===== src/rtl/spi_cs_sequencer.sv =====
module spi_cs_sequencer #(
  parameter int GAP_W   = 8,
  parameter int MIN_GAP = 6
) (
  input  logic             clk,
  input  logic             rst_n,
  input  logic [3:0]       cfg_code,
  input  logic             cfg_decode,
  input  logic [GAP_W-1:0] cfg_gap,
  input  logic             cfg_var_sel,
  input  logic             cfg_loopback,
  input  logic             cfg_master,
  input  logic             xfer_req,
  input  logic [3:0]       xfer_code,
  input  logic             mosi,
  input  logic             miso_pin,
  output logic             rx_data,
  output logic [3:0]       cs_n,
  output logic             ready
);
  localparam logic [GAP_W-1:0] GapFloor = GAP_W'(MIN_GAP);
  localparam logic [3:0]       AllOff   = 4'hF;

  logic [3:0]       code_sel, direct_cs, tgt_cs, pend_cs;
  logic [GAP_W-1:0] gap_cnt, gap_eff;
  logic             accept;

  assign code_sel = cfg_var_sel ? xfer_code : cfg_code;

  always_comb begin
    casez (code_sel)
      4'b???0: direct_cs = 4'b1110;
      4'b??01: direct_cs = 4'b1101;
      4'b?011: direct_cs = 4'b1011;
      4'b0111: direct_cs = 4'b0111;
      default: direct_cs = AllOff;
    endcase
  end

  assign tgt_cs  = cfg_decode ? code_sel : direct_cs;
  assign gap_eff = (cfg_gap <= GapFloor) ? GapFloor : cfg_gap;
  assign ready   = (gap_cnt == '0);
  assign accept  = xfer_req && ready;
  assign rx_data = (cfg_loopback && cfg_master) ? mosi : miso_pin;

  always_ff @(posedge clk or negedge rst_n) begin
    if (!rst_n) begin
      cs_n    <= AllOff;
      pend_cs <= AllOff;
      gap_cnt <= '0;
    end else if (!ready) begin
      gap_cnt <= gap_cnt - 1'b1;
      if (gap_cnt == GAP_W'(1)) cs_n <= pend_cs;
    end else if (accept && tgt_cs != cs_n) begin
      if (cs_n == AllOff) begin
        cs_n <= tgt_cs;
      end else begin
        cs_n    <= AllOff;
        pend_cs <= tgt_cs;
        gap_cnt <= gap_eff;
      end
    end
  end


  gap_lines_high_chk: assert property (@(posedge clk) disable iff (!rst_n)
    !ready |-> cs_n == AllOff);


  gap_end_drive_chk: assert property (@(posedge clk) disable iff (!rst_n)
    (gap_cnt == GAP_W'(1)) |=> (ready && cs_n == $past(pend_cs)));


  gap_floor_chk: assert property (@(posedge clk) disable iff (!rst_n)
    $fell(ready) |-> gap_cnt >= GapFloor);


  same_target_chk: assert property (@(posedge clk) disable iff (!rst_n)
    (accept && tgt_cs == cs_n) |=> ($stable(cs_n) && ready));


  busy_hold_chk: assert property (@(posedge clk) disable iff (!rst_n)
    !ready |=> $stable(pend_cs));
endmodule


===== config.mk =====
export PLATFORM = sky130hd
export DESIGN_NAME = spi_cs_sequencer
export DESIGN_NICKNAME = d
export VERILOG_FILES = /design/src/rtl/spi_cs_sequencer.sv
export SDC_FILE = /design/constraint.sdc
export NUM_CORES = 1
export LEC_CHECK = 0
export ABC_AREA = 1
export BUFFER_PORTS_ARGS = -buffer_cell sky130_fd_sc_hd__buf_2
export CAP_MARGIN = 20
export CORE_ASPECT_RATIO = 0.5
export CORE_MARGIN = 2
export CORE_UTILIZATION = 40
export DETAILED_ROUTE_END_ITERATION = 10
export PLACE_DENSITY = 0.65
export SLEW_MARGIN = 20
export SYNTH_ARGS = -nofsm -noshare
export SYNTH_HDL_FRONTEND = slang
export SYNTH_SLANG_ARGS = --single-unit

===== constraint.sdc =====
create_clock -name clk -period 4.81 [get_ports clk]
set_input_delay 0.7215 -clock clk [delete_from_list [all_inputs] [get_ports clk]]
set_output_delay 0.7215 -clock clk [all_outputs]
set_load 0.03 [all_outputs]

==> results of run 1 <==
cell type report:
cell class | instances | area, µm²
clock buffers | 4 | 45.0
fillers | 310 | 1520
inverters | 27 | 106
multi-input cells | 131 | 694
flip-flops and latches | 16 | 410
well taps | 40 | 50.0
repair buffers | 30 | 150
cells by family (layout without fill, tap and decap cells):
family	Yosys count	after routing	synth area share
flip-flops	16	16	0.331
AO/OA/AOI/OAI	28	28	0.155
AND/OR/NAND/NOR	100	100	0.379
adder cells (fa/ha/maj)	2	2	0.0202
buffers and inverters	30	61	0.108
XOR/XNOR	1	1	0.00707
layout by cell type (no fill, tap or decap), drive strengths merged:
master | netlist | final
a31oi | 2 | 2
o21ai | 11 | 11
nand3 | 14 | 14
a22oi | 3 | 3
or2 | 1 | 1
nand2 | 60 | 60
inv | 27 | 27
buf | 3 | 30
ha | 2 | 2
a21oi | 8 | 8
dfstp | 8 | 8
nor3 | 2 | 2
xnor2 | 1 | 1
clkbuf | 0 | 4
dfrtp | 8 | 8
nor2 | 21 | 21
o22ai | 1 | 1
nand4 | 2 | 2
a221oi | 1 | 1
o31ai | 1 | 1
o32ai | 1 | 1
per-stage QoR:
step / total power [mW] / utilization / setup slack (ns)
after global routing: 0.300 / 0.489 / 2.22
after global placement: 0.176 / 0.474 / 2.67
final: 0.282 / 0.489 / 2.35
after floorplan: 0.160 / - / 2.76
after CTS: 0.287 / 0.489 / 2.34
after detailed placement: 0.177 / 0.474 / 2.64
sequential cells by signal (all words and copies together) (netlist names):
name     count
pend_cs      4
cs_n         4
gap_cnt      8
synthesized netlist by cell type, drive strengths merged:
master	count
inv	27
dfstp	8
ha	2
o21ai	11
a21oi	8
nand4	2
nor3	2
o32ai	1
nand2	60
a221oi	1
a31oi	2
dfrtp	8
xnor2	1
a22oi	3
buf	3
or2	1
o22ai	1
nor2	21
o31ai	1
nand3	14
per-layer routing:
layer / track usage / vias to the layer above / share of wire
li1: - / 635 / -
met1: 0.217 / 525 / 0.48
met2: 0.292 / 29 / 0.46
met3: 0.0396 / 5 / 0.044
met4: 0.0689 / 0 / 0.020
met5: 0 / - / 0
worst paths after layout:
path / from / end / cells past startpoint
setup / recovery: gap_cnt[0] / ready / 7
hold reg to reg: gap_cnt[1] / gap_cnt[1] / 2
hold / removal: rst_n / gap_cnt[5] / 1
max in group asynchronous: rst_n / cs_n[2] / 1
min in group clk: gap_cnt[1] / gap_cnt[1] / 2
setup reg to reg: gap_cnt[0] / pend_cs[2] / 11
power by group through the flow:
stage                     combinational (mW)  sequential (mW)  clock [mW]
final                                 0.0395            0.135       0.108
after global routing                  0.0460            0.135       0.119
after CTS                             0.0401            0.135       0.112
after detailed placement              0.0399            0.137           0
after global placement                0.0390            0.137           0
after floorplan                       0.0228            0.137           0
worst max-delay path: cells and delay by family, from the launching register on:
kind,cells,cell delay (ns)
simple gates,3,0.45
buf+inv,3,0.42
flops,1,0.41
fa+ha+maj,1,0.20
==> report_table.html, run 1 <==
<table>
<tr><th>Metric</th><th>Value</th></tr>
<tr><th colspan="2">Run</th></tr>
<tr><td>Number of max-cap violations</td><td>0</td></tr>
<tr><th colspan="2">Timing</th></tr>
<tr><td>Final number of max-transition violations</td><td>0</td></tr>
<tr><td>Clock skew after layout</td><td>0.00445 ns</td></tr>
<tr><td>Slew HR</td><td>0.742</td></tr>
<tr><td>Hold slack final</td><td>0.374 ns</td></tr>
<tr><td>RSZ-0062 raised after global routing</td><td>no</td></tr>
<tr><td>Final Hold Violating Endpoints</td><td>0</td></tr>
<tr><td>Number of setup violations in the final report</td><td>0</td></tr>
<tr><td>Least-Margin Pin Slew</td><td>0.384 ns</td></tr>
<tr><td>Minimum period implied by the final worst setup slack</td><td>2.46 ns</td></tr>
<tr><td>Top achievable clock speed</td><td>406 MHz</td></tr>
<tr><td>Sum Neg Setup Slack</td><td>0 ns</td></tr>
<tr><td>Tcrit/Tclk final</td><td>0.512</td></tr>
<tr><th colspan="2">Layout</th></tr>
<tr><td>Final-stage net count</td><td>236</td></tr>
<tr><td>Area of all placed cells without fillers</td><td>1460 µm²</td></tr>
<tr><td>Layout-stage area growth over the synthesis result</td><td>17.6%</td></tr>
<tr><td>Diodes inserted</td><td>0</td></tr>
<tr><td>Layout cells sized above 1</td><td>0.327</td></tr>
<tr><td>Final Instance Count excl. Fillers</td><td>248</td></tr>
<tr><th colspan="2">Die</th></tr>
<tr><td>Full die area</td><td>3590 µm²</td></tr>
<tr><td>Effective utilization at floorplan</td><td>0.416</td></tr>
<tr><td>Die Height</td><td>43.4 µm</td></tr>
<tr><td>Width of the chip</td><td>82.7 µm</td></tr>
<tr><td>Row count</td><td>14</td></tr>
<tr><td>Placeable core area</td><td>2980 µm²</td></tr>
<tr><td>Number of top-level design ports</td><td>31</td></tr>
<tr><th colspan="2">Worst setup path</th></tr>
<tr><td>Data arrival, critical path</td><td>1.74 ns</td></tr>
<tr><td>Startpoint kind of the worst setup timing path</td><td>flop</td></tr>
<tr><td>Sort of element at the end of the critical path</td><td>primary output</td></tr>
<tr><td>Critical-path cell list</td><td>inv_1 &gt; ha_1 &gt; nand2_2 &gt; nor2_4 &gt; inv_2 &gt; nor2_8 &gt; buf_2</td></tr>
<tr><td>WS Path Type</td><td>flop to primary output</td></tr>
<tr><td>Endpoint required time on the critical path</td><td>4.09 ns</td></tr>
<tr><td>Reg-to-reg slack, setup</td><td>2.81 ns</td></tr>
<tr><td>Worst path max stage delay</td><td>0.41 ns</td></tr>
<tr><td>Highest fanout seen on the critical path</td><td>18</td></tr>
<tr><td>Slowest CP cell</td><td>sky130_fd_sc_hd__dfrtp_1</td></tr>
<tr><th colspan="2">Route</th></tr>
<tr><td>First DRT Iteration DRCs</td><td>62</td></tr>
<tr><td>Wire length reported by the detailed router</td><td>2660 µm</td></tr>
<tr><td>Via density per instance</td><td>4.81</td></tr>
<tr><td>Via count</td><td>1,194</td></tr>
<tr><td>Routed length per placed instance</td><td>10.7 µm</td></tr>
<tr><td>Post-detailed-route count of antenna-violating nets</td><td>0</td></tr>
<tr><td>Post-route DRC</td><td>0</td></tr>
<tr><td>DR pass1 iterations</td><td>4</td></tr>
<tr><th colspan="2">Power</th></tr>
<tr><td>Logic pwr share</td><td>0.140</td></tr>
<tr><td>Net Switching</td><td>0.0736 mW</td></tr>
<tr><td>IR Drop Worst-Case VDD</td><td>0.0803 mV</td></tr>
<tr><td>Leak pwr</td><td>0.780 nW</td></tr>
<tr><td>Internal Power</td><td>0.209 mW</td></tr>
<tr><td>Total power per unit cell area</td><td>194 nW/µm²</td></tr>
<tr><td>Switching part of the total</td><td>0.261</td></tr>
<tr><td>Share of power burned in the clock network</td><td>0.382</td></tr>
<tr><td>Fraction of power consumed by sequential logic</td><td>0.478</td></tr>
<tr><th colspan="2">Placed design</th></tr>
<tr><td>Count of placed standard cells including taps</td><td>244</td></tr>
<tr><td>DP Wirelength</td><td>2080 µm</td></tr>
<tr><td>Routability congestion estimate</td><td>0.778</td></tr>
<tr><td>Cell area after placement</td><td>1410 µm²</td></tr>
<tr><td>I/O Buffers</td><td>30</td></tr>
<tr><th colspan="2">Synthesis</th></tr>
<tr><td>Avg Inst Size Synth</td><td>7.00 µm²</td></tr>
<tr><td>Number of distinct library cells after synthesis</td><td>30</td></tr>
<tr><td>Top cells by area in the synthesized netlist</td><td>sky130_fd_sc_hd__dfstp_2, sky130_fd_sc_hd__dfrtp_1, sky130_fd_sc_hd__nand2_1</td></tr>
<tr><td>Post-synth net total</td><td>204</td></tr>
<tr><td>Post-synthesis instance total</td><td>177</td></tr>
<tr><td>Post-synth top area cell</td><td>sky130_fd_sc_hd__dfstp_2</td></tr>
<tr><td>Yosys top cell area share</td><td>0.170</td></tr>
<tr><td>Post-synthesis sequential element count</td><td>16</td></tr>
<tr><td>Cell area after technology mapping</td><td>1240 µm²</td></tr>
<tr><td>Sequential area share after synthesis</td><td>0.331</td></tr>
<tr><td>Yosys warning total</td><td>0</td></tr>
<tr><th colspan="2">Clock network</th></tr>
<tr><td>Htree depth</td><td>1</td></tr>
<tr><td>Clock tree from TritonCTS</td><td>built</td></tr>
<tr><td>Number of hold buffers added after CTS</td><td>0</td></tr>
<tr><td>Clock-pin slew on the worst setup and hold paths</td><td>0.07 ns</td></tr>
<tr><td>CTS Sinks</td><td>16</td></tr>
<tr><td>TritonCTS buffer count</td><td>3</td></tr>
<tr><td>Post-CTS Resized</td><td>0</td></tr>
<tr><td>Buffers from clock root to sink, at most</td><td>2</td></tr>
<tr><td>Clock latency reported for the late side of the worst-skew pair</td><td>0.26 ns</td></tr>
<tr><td>Number of post-CTS setup repair buffers</td><td>0</td></tr>
<tr><td>CTS Root Buffer Type</td><td>sky130_fd_sc_hd__clkbuf_8</td></tr>
<tr><th colspan="2">Global routing</th></tr>
<tr><td>Initial antenna violation count</td><td>0</td></tr>
<tr><td>First-pass GRT wire length</td><td>4680 µm</td></tr>
<tr><td>Via count of the first global-routing pass</td><td>1,120</td></tr>
<tr><td>Pin count of the biggest net entering global routing</td><td>19</td></tr>
<tr><td>Total congestion overflow</td><td>0</td></tr>
<tr><td>GR Util All Layers</td><td>0.173</td></tr>
<tr><th colspan="2">Hold path</th></tr>
<tr><td>Path class of the lowest-slack min-delay path</td><td>primary input to asynchronous set/reset pin</td></tr>
<tr><th colspan="2">Status</th></tr>
<tr><td>Result of the run</td><td>completed</td></tr>
</table>
No activity file was read; power rests on OpenSTA's default activity.
==> inputs of run 2 (changes only) <==
- PLACE_DENSITY: 0.65 -> 0.67
- clock period: 4.81 -> 2.2 ns (I/O delays scaled with it)
==> run 2 against run 1 <==
  * Clock-buffer cell count unchanged
  * First-iteration DRC count down 32%
  * Clock skew up 0.0014 ns
  * Critical path depth unchanged
  * Global-route usage is 1.1 points lower
  * Register-to-register slack got worse by 2.5 ns
  * Sequential power rose by 120%
  * Sequential cell count did not move
  * Core utilization increased by 0.59 points
  * Via count fell by 1.7%
  * Final cell count grew 0.81%
  * Largest cell class unchanged
  * Largest power group unchanged
  * Highest routed layer unchanged
==> report_table.html, run 2 (synthesized netlist as in run 1, its figures left out) <==
<table>
<tr><th>Metric</th><th>Value</th></tr>
<tr><th colspan="2">Global routing</th></tr>
<tr><td>Via count of the first global-routing pass</td><td>1,075 (-4.0%)</td></tr>
<tr><td>GR Util All Layers</td><td>0.162 (-0.0109)</td></tr>
<tr><td>Pin count of the biggest net entering global routing</td><td>17 (-2)</td></tr>
<tr><td>Initial antenna violation count</td><td>0 (unchanged)</td></tr>
<tr><td>Total congestion overflow</td><td>0 (unchanged)</td></tr>
<tr><td>First-pass GRT wire length</td><td>4460 µm (-4.7%)</td></tr>
<tr><th colspan="2">Placed design</th></tr>
<tr><td>Count of placed standard cells including taps</td><td>245 (+0.41%)</td></tr>
<tr><td>I/O Buffers</td><td>30 (unchanged)</td></tr>
<tr><td>Routability congestion estimate</td><td>0.831 (+6.8%)</td></tr>
<tr><td>DP Wirelength</td><td>2110 µm (+1.4%)</td></tr>
<tr><th colspan="2">Route</th></tr>
<tr><td>Routed length per placed instance</td><td>10.5 µm (-2.0%)</td></tr>
<tr><td>DR pass1 iterations</td><td>4 (unchanged)</td></tr>
<tr><td>Via density per instance</td><td>4.70 (-2.5%)</td></tr>
<tr><td>Wire length reported by the detailed router</td><td>2630 µm (-1.2%)</td></tr>
<tr><td>Post-detailed-route count of antenna-violating nets</td><td>0 (unchanged)</td></tr>
<tr><td>First DRT Iteration DRCs</td><td>42 (-32%)</td></tr>
<tr><td>Post-route DRC</td><td>0 (unchanged)</td></tr>
<tr><td>Via count</td><td>1,174 (-1.7%)</td></tr>
<tr><th colspan="2">Die</th></tr>
<tr><td>Row count</td><td>14 (unchanged)</td></tr>
<tr><td>Die Height</td><td>43.4 µm (unchanged)</td></tr>
<tr><td>Width of the chip</td><td>82.7 µm (unchanged)</td></tr>
<tr><td>Effective utilization at floorplan</td><td>0.416 (unchanged)</td></tr>
<tr><td>Number of top-level design ports</td><td>31 (unchanged)</td></tr>
<tr><td>Full die area</td><td>3590 µm² (unchanged)</td></tr>
<tr><td>Placeable core area</td><td>2980 µm² (unchanged)</td></tr>
<tr><th colspan="2">Timing</th></tr>
<tr><td>Minimum period implied by the final worst setup slack</td><td>1.98 ns</td></tr>
<tr><td>Sum Neg Setup Slack</td><td>0 ns (unchanged)</td></tr>
<tr><td>Top achievable clock speed</td><td>506 MHz</td></tr>
<tr><td>Tcrit/Tclk final</td><td>0.898</td></tr>
<tr><td>Final Hold Violating Endpoints</td><td>0 (unchanged)</td></tr>
<tr><td>Slew HR</td><td>0.735 (-0.00670)</td></tr>
<tr><td>Least-Margin Pin Slew</td><td>0.394 ns (+0.00997 ns)</td></tr>
<tr><td>Number of setup violations in the final report</td><td>0 (unchanged)</td></tr>
<tr><td>Final number of max-transition violations</td><td>0 (unchanged)</td></tr>
<tr><td>RSZ-0062 raised after global routing</td><td>no</td></tr>
<tr><td>Clock skew after layout</td><td>0.00584 ns (+0.00140 ns)</td></tr>
<tr><td>Hold slack final</td><td>0.344 ns (-0.0301 ns)</td></tr>
<tr><th colspan="2">Clock network</th></tr>
<tr><td>Htree depth</td><td>1 (unchanged)</td></tr>
<tr><td>Clock-pin slew on the worst setup and hold paths</td><td>0.07 ns (about the same)</td></tr>
<tr><td>Post-CTS Resized</td><td>0 (unchanged)</td></tr>
<tr><td>Clock latency reported for the late side of the worst-skew pair</td><td>0.25 ns (about the same)</td></tr>
<tr><td>CTS Root Buffer Type</td><td>sky130_fd_sc_hd__clkbuf_8</td></tr>
<tr><td>CTS Sinks</td><td>16 (unchanged)</td></tr>
<tr><td>TritonCTS buffer count</td><td>3 (unchanged)</td></tr>
<tr><td>Number of post-CTS setup repair buffers</td><td>0 (unchanged)</td></tr>
<tr><td>Buffers from clock root to sink, at most</td><td>2 (unchanged)</td></tr>
<tr><td>Clock tree from TritonCTS</td><td>built</td></tr>
<tr><th colspan="2">Hold path</th></tr>
<tr><td>Path class of the lowest-slack min-delay path</td><td>primary input to flop</td></tr>
<tr><th colspan="2">Layout</th></tr>
<tr><td>Fillers</td><td>319 (+2.9%)</td></tr>
<tr><td>Diodes inserted</td><td>0 (unchanged)</td></tr>
<tr><td>Top library cells by usage in the layout, fill and taps aside</td><td>sky130_fd_sc_hd__nand2_1, sky130_fd_sc_hd__buf_2, sky130_fd_sc_hd__inv_1</td></tr>
<tr><td>Final Instance Count excl. Fillers</td><td>250 (+0.81%)</td></tr>
<tr><td>Layout-stage area growth over the synthesis result</td><td>19.0%</td></tr>
<tr><td>Register with the most flip-flops</td><td>gap_cnt</td></tr>
<tr><td>Largest regs</td><td>gap_cnt (8), cs_n (4), pend_cs (4)</td></tr>
<tr><td>Final design utilization</td><td>0.495 (+0.00588)</td></tr>
<tr><td>Final-stage net count</td><td>238 (+0.85%)</td></tr>
<tr><td>Leading cell type in the layout, fill and taps excluded</td><td>sky130_fd_sc_hd__nand2_1</td></tr>
<tr><td>Max reg flops</td><td>8 (unchanged)</td></tr>
<tr><td>Layout cells sized above 1</td><td>0.329 (+0.00165)</td></tr>
<tr><th colspan="2">Worst setup path</th></tr>
<tr><td>Slowest CP cell</td><td>sky130_fd_sc_hd__dfrtp_1</td></tr>
<tr><td>Buf+Inv Stages, Crit Path</td><td>3 (unchanged)</td></tr>
<tr><td>Startpoint kind of the worst setup timing path</td><td>flop</td></tr>
<tr><td>Critical-path cell list</td><td>inv_1 &gt; ha_1 &gt; nand2_2 &gt; nor2_4 &gt; inv_2 &gt; nor2_8 &gt; buf_2</td></tr>
<tr><td>Worst path max stage delay</td><td>0.41 ns (about the same)</td></tr>
<tr><td>WS Path Type</td><td>flop to primary output</td></tr>
<tr><td>Cell family with the largest share of critical-path delay</td><td>flip-flops</td></tr>
<tr><td>Highest fanout seen on the critical path</td><td>11 (-7)</td></tr>
<tr><td>Data arrival, critical path</td><td>1.65 ns (-0.09 ns)</td></tr>
<tr><td>Sort of element at the end of the critical path</td><td>primary output</td></tr>
<tr><td>Endpoint required time on the critical path</td><td>1.87 ns (-2.22 ns)</td></tr>
<tr><th colspan="2">Power</th></tr>
<tr><td>Share of power burned in the clock network</td><td>0.378 (-0.004)</td></tr>
<tr><td>Switching part of the total</td><td>0.256 (-0.00465)</td></tr>
<tr><td>Logic pwr share</td><td>0.142 (+0.002)</td></tr>
<tr><td>Net Switching</td><td>0.157 mW (+110%)</td></tr>
<tr><td>Overall power</td><td>0.615 mW (+120%)</td></tr>
<tr><td>Internal Power</td><td>0.457 mW (+120%)</td></tr>
<tr><td>Leak pwr</td><td>0.789 nW (+1.2%)</td></tr>
<tr><td>IR Drop Worst-Case VDD</td><td>0.204 mV (+150%)</td></tr>
<tr><td>Fraction of power consumed by sequential logic</td><td>0.480 (+0.002)</td></tr>
<tr><td>Total power per unit cell area</td><td>417 nW/µm² (+120%)</td></tr>
<tr><th colspan="2">Status</th></tr>
<tr><td>Result of the run</td><td>completed</td></tr>
<tr><th colspan="2">Run</th></tr>
<tr><td>Number of max-cap violations</td><td>0 (unchanged)</td></tr>
</table>
-- run 2: changes by cell type in the layout (fill, tap and decap cells not counted) --
cell,previous run,this run
sky130_fd_sc_hd__buf_4,0,1
sky130_fd_sc_hd__dlygate4sd3_1,0,1
-- run 2: worst paths after layout --
check	from	end	slack, ns	cells past startpoint
worst max register to register	gap_cnt[0]	pend_cs[1]	0.32	11
worst min-delay path	cfg_gap[6]	gap_cnt[6]	0.34	3
worst max-delay path	gap_cnt[0]	ready	0.22	7
max in group asynchronous	rst_n	cs_n[3]	1.35	2
min in group asynchronous	rst_n	gap_cnt[7]	0.53	2
worst min register to register	pend_cs[0]	pend_cs[0]	0.48	2
-- run 2: power by group through the flow --
stage          registers, mW  clock network [mW]  logic [mW]
2_1_floorplan          0.300                   0      0.0498
3_3_place_gp           0.300                   0      0.0847
3_5_place_dp           0.300                   0      0.0864
4_1_cts                0.295               0.238      0.0882
5_1_grt                0.295               0.251       0.101
6_report               0.295               0.232      0.0874
-- run 2: metal layers --
layer | vias to the layer above | routed length, µm | global-route usage
li1 | 631 | - | -
met1 | 513 | 1300 | 0.218
met2 | 28 | 1190 | 0.277
met3 | 2 | 126 | 0.0313
met4 | 0 | 13 | 0.0295
met5 | - | 0 | 0
-- run 2: repair_timing --
item	in CTS	in global routing
endpoints found under the setup margin	0	0
hold endpoints to repair	8	0
hold buffers	1	0
-- run 2: stage by stage --
stage / instance area [µm²] / worst slack (ns)
global placement: 1420 / 0.384
finish: 1470 / 0.224
global route: 1470 / 0.101
CTS: 1470 / 0.212
floorplan: 1240 / 0.510
detailed placement: 1420 / 0.315
-- run 2: cell type report --
type | instances | area (µm²) | share of cell area
clock buffer | 4 | 45.0 | 0.0306
sequential | 16 | 410 | 0.278
timing repair buffer | 32 | 168 | 0.114
inverter | 27 | 106 | 0.0722
multi-input combinational | 131 | 694 | 0.471
tap | 40 | 50.0 | 0.0340
-- run 2: worst reg2reg max path, delay by kind of cell, from the launching register on --
kind	cells	cell delay (ns)
AND/OR/NAND/NOR	6	0.90
flip-flops	1	0.41
AO/OA/AOI/OAI	1	0.06
adder cells (fa/ha/maj)	1	0.20
buffers and inverters	3	0.24
